`src/rtl/xps_pkg.sv`:
```
package xps_pkg;
  localparam int TW = 15;  // timing word width
  localparam int FW = 4;   // function word width
  localparam int CW = 6;   // phase counter width (max 32 cycles)

  typedef enum logic [2:0] {
    PH_IDLE, PH_A, PH_B, PH_C, PH_D, PH_E, PH_F, PH_END
  } phase_e;

  // function word fields
  function automatic logic fn_enable(logic [FW-1:0] f); return f[0]; endfunction
  function automatic logic fn_wait(logic [FW-1:0] f);   return f[1]; endfunction
  function automatic logic fn_sync(logic [FW-1:0] f);   return f[2]; endfunction
  function automatic logic fn_mux(logic [FW-1:0] f);    return f[3]; endfunction

  // cycles spent in phase p for timing word t and direction wr
  function automatic logic [CW-1:0] phase_len(phase_e p, logic [TW-1:0] t, logic wr);
    case (p)
      PH_A:    return {4'd0, t[6:5]};
      PH_B:    return {5'd0, t[7]} + 6'd1;
      PH_C:    return {4'd0, t[9:8]};
      PH_D:    return {5'd0, t[10]};
      PH_E:    return {1'b0, t[4:0]} + 6'd1;
      PH_F:    return wr ? {4'd0, t[14:13]} : {4'd0, t[12:11]};
      default: return 6'd1;
    endcase
  endfunction

  function automatic phase_e phase_succ(phase_e p);
    case (p)
      PH_IDLE: return PH_A;
      PH_A:    return PH_B;
      PH_B:    return PH_C;
      PH_C:    return PH_D;
      PH_D:    return PH_E;
      PH_E:    return PH_F;
      PH_F:    return PH_END;
      default: return PH_IDLE;
    endcase
  endfunction

  // next phase after p, skipping every zero-length phase
  function automatic phase_e phase_advance(phase_e p, logic [TW-1:0] t, logic wr);
    phase_e n;
    n = phase_succ(p);
    for (int i = 0; i < 5; i++)
      if (n != PH_END && n != PH_IDLE && phase_len(n, t, wr) == '0)
        n = phase_succ(n);
    return n;
  endfunction
endpackage

```
`src/rtl/xps_ready_cond.sv`:
```
module xps_ready_cond #(
  parameter int STAGES = 2
) (
  input  logic clk,
  input  logic rst_n,
  input  logic pin_i,
  input  logic pol_i,
  input  logic sync_mode_i,
  output logic ready_o
);
  localparam int TOP = STAGES - 1;

  logic             asserted;
  logic [TOP:0]     sh;

  assign asserted = pol_i ? pin_i : ~pin_i;

  always_ff @(posedge clk or negedge rst_n) begin
    if (!rst_n) sh <= '0;
    else        sh <= {sh[TOP-1:0], asserted};
  end

  assign ready_o = sync_mode_i ? asserted : sh[TOP];
endmodule

```
`src/rtl/xps_cfg_select.sv`:
```
module xps_cfg_select
  import xps_pkg::*;
#(
  parameter int NREG = 4,
  localparam int RW = $clog2(NREG)
) (
  input  logic [NREG*TW-1:0] timing_flat_i,
  input  logic [NREG*FW-1:0] func_flat_i,
  input  logic [RW-1:0]      region_i,
  output logic [TW-1:0]      tw_o,
  output logic [FW-1:0]      fw_o
);
  logic [TW-1:0] tw_arr [NREG];
  logic [FW-1:0] fw_arr [NREG];

  for (genvar g = 0; g < NREG; g++) begin : g_unpack
    assign tw_arr[g] = timing_flat_i[g*TW +: TW];
    assign fw_arr[g] = func_flat_i[g*FW +: FW];
  end

  assign tw_o = tw_arr[region_i];
  assign fw_o = fw_arr[region_i];
endmodule

```
`src/rtl/xps_phase_ctrl.sv`:
```
module xps_phase_ctrl
  import xps_pkg::*;
#(
  parameter int NREG = 4,
  localparam int RW = $clog2(NREG)
) (
  input  logic          clk,
  input  logic          rst_n,
  input  logic          req_valid_i,
  input  logic          req_write_i,
  input  logic [RW-1:0] req_region_i,
  input  logic [TW-1:0] sel_tw_i,
  input  logic [FW-1:0] sel_fw_i,
  input  logic          ready_ok_i,
  output phase_e        phase_o,
  output logic          snap_write_o,
  output logic [RW-1:0] snap_region_o,
  output logic [FW-1:0] snap_fw_o,
  output logic          accept_o,
  output logic          leave_o
);
  phase_e        state, first_ph, next_ph;
  logic [CW-1:0] cnt;
  logic [TW-1:0] snap_tw;
  logic          in_access, wait_ok;

  assign in_access = state inside {PH_A, PH_B, PH_C, PH_D, PH_E, PH_F};
  assign accept_o  = (state == PH_IDLE) && req_valid_i;
  assign wait_ok   = (state != PH_E) || !fn_wait(snap_fw_o) || ready_ok_i;
  assign leave_o   = in_access && (cnt == '0) && wait_ok;
  assign first_ph  = fn_enable(sel_fw_i) ? phase_advance(PH_IDLE, sel_tw_i, req_write_i) : PH_END;
  assign next_ph   = phase_advance(state, snap_tw, snap_write_o);

  always_ff @(posedge clk or negedge rst_n) begin
    if (!rst_n) begin
      state         <= PH_IDLE;
      cnt           <= '0;
      snap_tw       <= '0;
      snap_fw_o     <= '0;
      snap_write_o  <= 1'b0;
      snap_region_o <= '0;
    end else if (accept_o) begin
      state         <= first_ph;
      cnt           <= phase_len(first_ph, sel_tw_i, req_write_i) - 6'd1;
      snap_tw       <= sel_tw_i;
      snap_fw_o     <= sel_fw_i;
      snap_write_o  <= req_write_i;
      snap_region_o <= req_region_i;
    end else if (leave_o) begin
      state <= next_ph;
      cnt   <= phase_len(next_ph, snap_tw, snap_write_o) - 6'd1;
    end else if (state == PH_END) begin
      state <= PH_IDLE;
    end else if (in_access && cnt != '0) begin
      cnt <= cnt - 6'd1;
    end
  end

  assign phase_o = state;
endmodule

```
`src/rtl/xps_top.sv`:
```
module xps_top
  import xps_pkg::*;
#(
  parameter int NREG = 4,
  localparam int RW = $clog2(NREG)
) (
  input  logic               clk,
  input  logic               rst_n,
  input  logic               req_valid_i,
  input  logic               req_write_i,
  input  logic [RW-1:0]      req_region_i,
  input  logic [NREG*TW-1:0] timing_cfg_i,
  input  logic [NREG*FW-1:0] func_cfg_i,
  input  logic               ready_pol_i,
  input  logic               ready_pin_i,
  output logic               ale_o,
  output logic               rd_o,
  output logic               wr_o,
  output logic [NREG-1:0]    cs_o,
  output logic               addr_drv_o,
  output logic               done_o
);
  logic [TW-1:0] sel_tw;
  logic [FW-1:0] sel_fw, snap_fw;
  logic [RW-1:0] snap_region;
  logic          snap_write, ready_ok, accept, leave, snap_en, in_access;
  logic [NREG-1:0] region_hot;
  phase_e        phase;

  xps_cfg_select #(.NREG(NREG)) u_sel (
    .timing_flat_i(timing_cfg_i), .func_flat_i(func_cfg_i),
    .region_i(req_region_i), .tw_o(sel_tw), .fw_o(sel_fw)
  );

  xps_ready_cond #(.STAGES(2)) u_rdy (
    .clk(clk), .rst_n(rst_n), .pin_i(ready_pin_i), .pol_i(ready_pol_i),
    .sync_mode_i(fn_sync(snap_fw)), .ready_o(ready_ok)
  );

  xps_phase_ctrl #(.NREG(NREG)) u_ctrl (
    .clk(clk), .rst_n(rst_n), .req_valid_i(req_valid_i),
    .req_write_i(req_write_i), .req_region_i(req_region_i),
    .sel_tw_i(sel_tw), .sel_fw_i(sel_fw), .ready_ok_i(ready_ok),
    .phase_o(phase), .snap_write_o(snap_write), .snap_region_o(snap_region),
    .snap_fw_o(snap_fw), .accept_o(accept), .leave_o(leave)
  );

  assign snap_en   = fn_enable(snap_fw);
  assign in_access = phase inside {PH_A, PH_B, PH_C, PH_D, PH_E, PH_F};

  always_comb begin
    region_hot = '0;
    region_hot[snap_region] = 1'b1;
  end

  assign cs_o       = (in_access && snap_en) ? region_hot : '0;
  assign ale_o      = (phase == PH_B);
  assign rd_o       = (phase == PH_E) && !snap_write;
  assign wr_o       = (phase == PH_E) && snap_write;
  assign addr_drv_o = (phase == PH_A || phase == PH_B) && fn_mux(snap_fw);
  assign done_o     = (phase == PH_END);
endmodule

```
`config.mk`:
```
export PLATFORM = sky130hd
export DESIGN_NAME = xps_top
export DESIGN_NICKNAME = d
export VERILOG_FILES = /design/src/rtl/xps_pkg.sv /design/src/rtl/xps_ready_cond.sv /design/src/rtl/xps_cfg_select.sv /design/src/rtl/xps_phase_ctrl.sv /design/src/rtl/xps_top.sv
export SDC_FILE = /design/constraint.sdc
export NUM_CORES = 1
export LEC_CHECK = 0
export ABC_AREA = 1
export BUFFER_PORTS_ARGS = -buffer_cell sky130_fd_sc_hd__buf_2
export CAP_MARGIN = 20
export CORE_MARGIN = 3
export CORE_UTILIZATION = 50
export DETAILED_ROUTE_END_ITERATION = 10
export PLACE_DENSITY_LB_ADDON = 0.05
export REMOVE_ABC_BUFFERS = 1
export SLEW_MARGIN = 20
export SYNTH_ARGS = -nofsm -noshare
export SYNTH_HDL_FRONTEND = slang
export SYNTH_SLANG_ARGS = --single-unit
```
`constraint.sdc`:
```
create_clock -name clk -period 7.1 [get_ports clk]
set_input_delay 1.065 -clock clk [delete_from_list [all_inputs] [get_ports clk]]
set_output_delay 1.065 -clock clk [all_outputs]
set_load 0.02 [all_outputs]
```
==> flow_summary.json <==
{
  "final_net_count": 622,
  "clk_pin_slew_worst_paths_ps": 70,
  "area_growth_pct": 21.0,
  "period_minus_slack_ps": 4060,
  "portBuffers": 92,
  "p_leak_nw": 1.84,
  "n_antenna_cell": 0,
  "gp_congestion": 0.932,
  "startpoint_type": "register",
  "status": "finished clean",
  "slowest_delay_ps": 450,
  "max_cap_violations": 0,
  "path_buf_inv": 1,
  "slew_headroom": 0.338,
  "grt_max_degree": 40,
  "dieArea_sq_um": 6780,
  "hold_class": "register to register",
  "synth_warnings": 0,
  "synth_area_leaders": "dfrtp_1, nand2_1, o21ai_0",
  "worst-setup-path-type": "register to register",
  "power_mw": 1.98,
  "max_freq_ghz": 0.247,
  "synth_top_area_share": 0.284,
  "vdd_drop_max_mv": 0.747,
  "die_h_um": 82.3,
  "stdcell_count": 609,
  "grt_util_all_layers": 0.252,
  "cts_buffer_depth": 2,
  "die_w_um": 82.3,
  "hold_viol": 0,
  "critPathCaptureType": "register",
  "routed_wl_um": 8340,
  "dr.pass1.iters": 5,
  "synth_area_per_cell_sq_um": 6.39,
  "ys_seq_area_frac": 0.284,
  "place_hpwl_um": 6450,
  "setup_tns_ps": 0,
  "place_area_sq_um": 3370,
  "crit_fanout": 10,
  "cts.sinks": 33,
  "drc": 0,
  "synth_ff_type": "dfrtp_1",
  "grt-ovfl-total": 0,
  "ant_nets": 0,
  "hold_buffers": 0,
  "cp_common_cell": "nand2_1",
  "ios": 93,
  "coreArea_sq_um": 5570,
  "ctsResizeCount": 0,
  "fin_area_sq_um": 3520,
  "grt_pass1_wl_um": 13300,
  "clockRootBuffer": "clkbuf_8",
  "vias": 3313,
  "cts_tree": "yes",
  "synth_edf_count": 0,
  "critPathTopFamily": "simple AND/OR/NAND/NOR gates",
  "async_flop_share": 1.00,
  "synth_commonest_cells": "nand2_1, o21ai_0, nor2_1",
  "clock_latency_ps": 280,
  "num_rows": 27,
  "drt_iter0_markers": 294,
  "antenna_found_initial": 0,
  "first_global_vias": 2971,
  "ys_ff_latch": 33,
  "yosysMostFrequentCell": "nand2_1",
  "drv_slew": 0,
  "layout-drive-gt1-share": 0.281,
  "dp.cells": 600,
  "worst_slew_pin_slew_ps": 992,
  "final_util": 0.632,
  "drt-wirelength-per-cell_um": 13.7,
  "critPathSlowestCell": "dfrtp_1",
  "netlist_area_sq_um": 2910,
  "yosys.cell_types.count": 36,
  "cts_setup_buffers": 0,
  "cts_htree_levels": 2,
  "rsz0062_at_grt": "no",
  "cts_inserted_buffers": 5,
  "n_fill_cell": 533,
  "syn_inst": 456,
  "min_period_over_period": 0.571,
  "setup_viol": 0,
  "yosysTopAreaCell": "dfrtp_1",
  "avgViaCountPerCell": 5.44,
  "power_density_nw_per_um2": 563,
  "skew_ps": 5.32,
  "worst_ep_arrival_time_ps": 4190,
  "crit_required_ps": 7240,
  "initial_core_util": 0.523
}
[through the flow]
step / worst slack (ps) / hold WS (ps)
floorplan: 3530 / 331
global placement: 3000 / 339
detailed placement: 2910 / 340
CTS: 3040 / 357
global route: 2500 / 371
finish: 3040 / 355
[worst paths after layout]
| check | slack, ps | start | cells past startpoint | end |
|---|---|---|---|---|
| max reg2reg | 3040 | u_ctrl.snap_tw[0]$_DFFE_PN0P_ | 35 | u_ctrl.cnt[4]$_DFFE_PN0P_ |
| max | 3040 | u_ctrl.snap_tw[0]$_DFFE_PN0P_ | 35 | u_ctrl.cnt[4]$_DFFE_PN0P_ |
| min in group asynchronous | 840 | rst_n | 1 | u_ctrl.snap_tw[11]$_DFFE_PN0P_ |
| min reg2reg | 360 | u_rdy.sh[0]$_DFF_PN0_ | 0 | u_rdy.sh[1]$_DFF_PN0_ |
| min | 360 | u_rdy.sh[0]$_DFF_PN0_ | 0 | u_rdy.sh[1]$_DFF_PN0_ |
| max in group asynchronous | 5790 | rst_n | 1 | u_ctrl.cnt[2]$_DFFE_PN0P_ |
[cell type report]
cell class	count	area (sq um)	share of cell area
multi-input combinational	346	1780	0.506
sequential	33	826	0.234
timing repair buffer	93	472	0.134
inverter	57	214	0.0607
tap	72	90.1	0.0256
clock buffer	5	68.8	0.0195
clock inverter	3	68.8	0.0195
[worst reg2reg max path, delay by kind of cell, from the launching register on]
kind                       cells  cell delay (ps)
and+or+nand+nor               28             2460
DFF                            1              450
adders and majority gates      2              400
AOI/OAI and AO/OA              3              390
xor gates and xnor gates       1              160
buffers and inverters          1               50
[cell usage in the layout, fill, tap and decap left out, drive strengths merged]
| master | count |
|---|---|
| nand3b | 1 |
| nand4 | 8 |
| bufinv | 2 |
| nor4 | 1 |
| nor2 | 58 |
| o21ai | 61 |
| xor2 | 2 |
| nand3 | 33 |
| a221o | 1 |
| inv | 58 |
| a21oi | 15 |
| clkbuf | 5 |
| buf | 93 |
| a31oi | 2 |
| a22oi | 2 |
| nor3 | 11 |
| a32o | 3 |
| dfrtp | 33 |
| a211oi | 1 |
| nand2 | 124 |
| o22ai | 19 |
| ha | 2 |
| o21bai | 1 |
| xnor2 | 1 |
[report_power, final]
part | switching, mW | leakage (nW) | internal [mW]
logic | 0.929 | 1.36 | 0.478
registers | 0.0846 | 0.406 | 0.277
clock network | 0.0747 | 0.0687 | 0.141
[state kept, by name, summed over array words and instances (netlist names)]
| register | count |
|---|---|
| u_ctrl.cnt | 6 |
| u_ctrl.phase_o | 3 |
| u_ctrl.snap_fw_o | 4 |
| u_ctrl.snap_region_o | 2 |
| u_ctrl.snap_tw | 15 |
| u_ctrl.snap_write_o | 1 |
| u_rdy.sh | 2 |
[logic make-up after synthesis]
kind of cell               share of synthesized area
xor gates and xnor gates                     0.00902
buffers and inverters                          0.104
and+or+nand+nor                                0.389
AOI/OAI and AO/OA                              0.206
adders and majority gates                    0.00859
DFF                                            0.284
[metal layers]
metal	up-vias	part of all wire	GRT usage	routed length, um
li1	1668	-	-	-
met1	1530	0.43	0.323	3580
met2	105	0.50	0.443	4170
met3	10	0.059	0.0412	489
met4	0	0.012	0.0515	103
met5	-	0	0	0
Note: power is estimated with default switching activity, not from simulation.
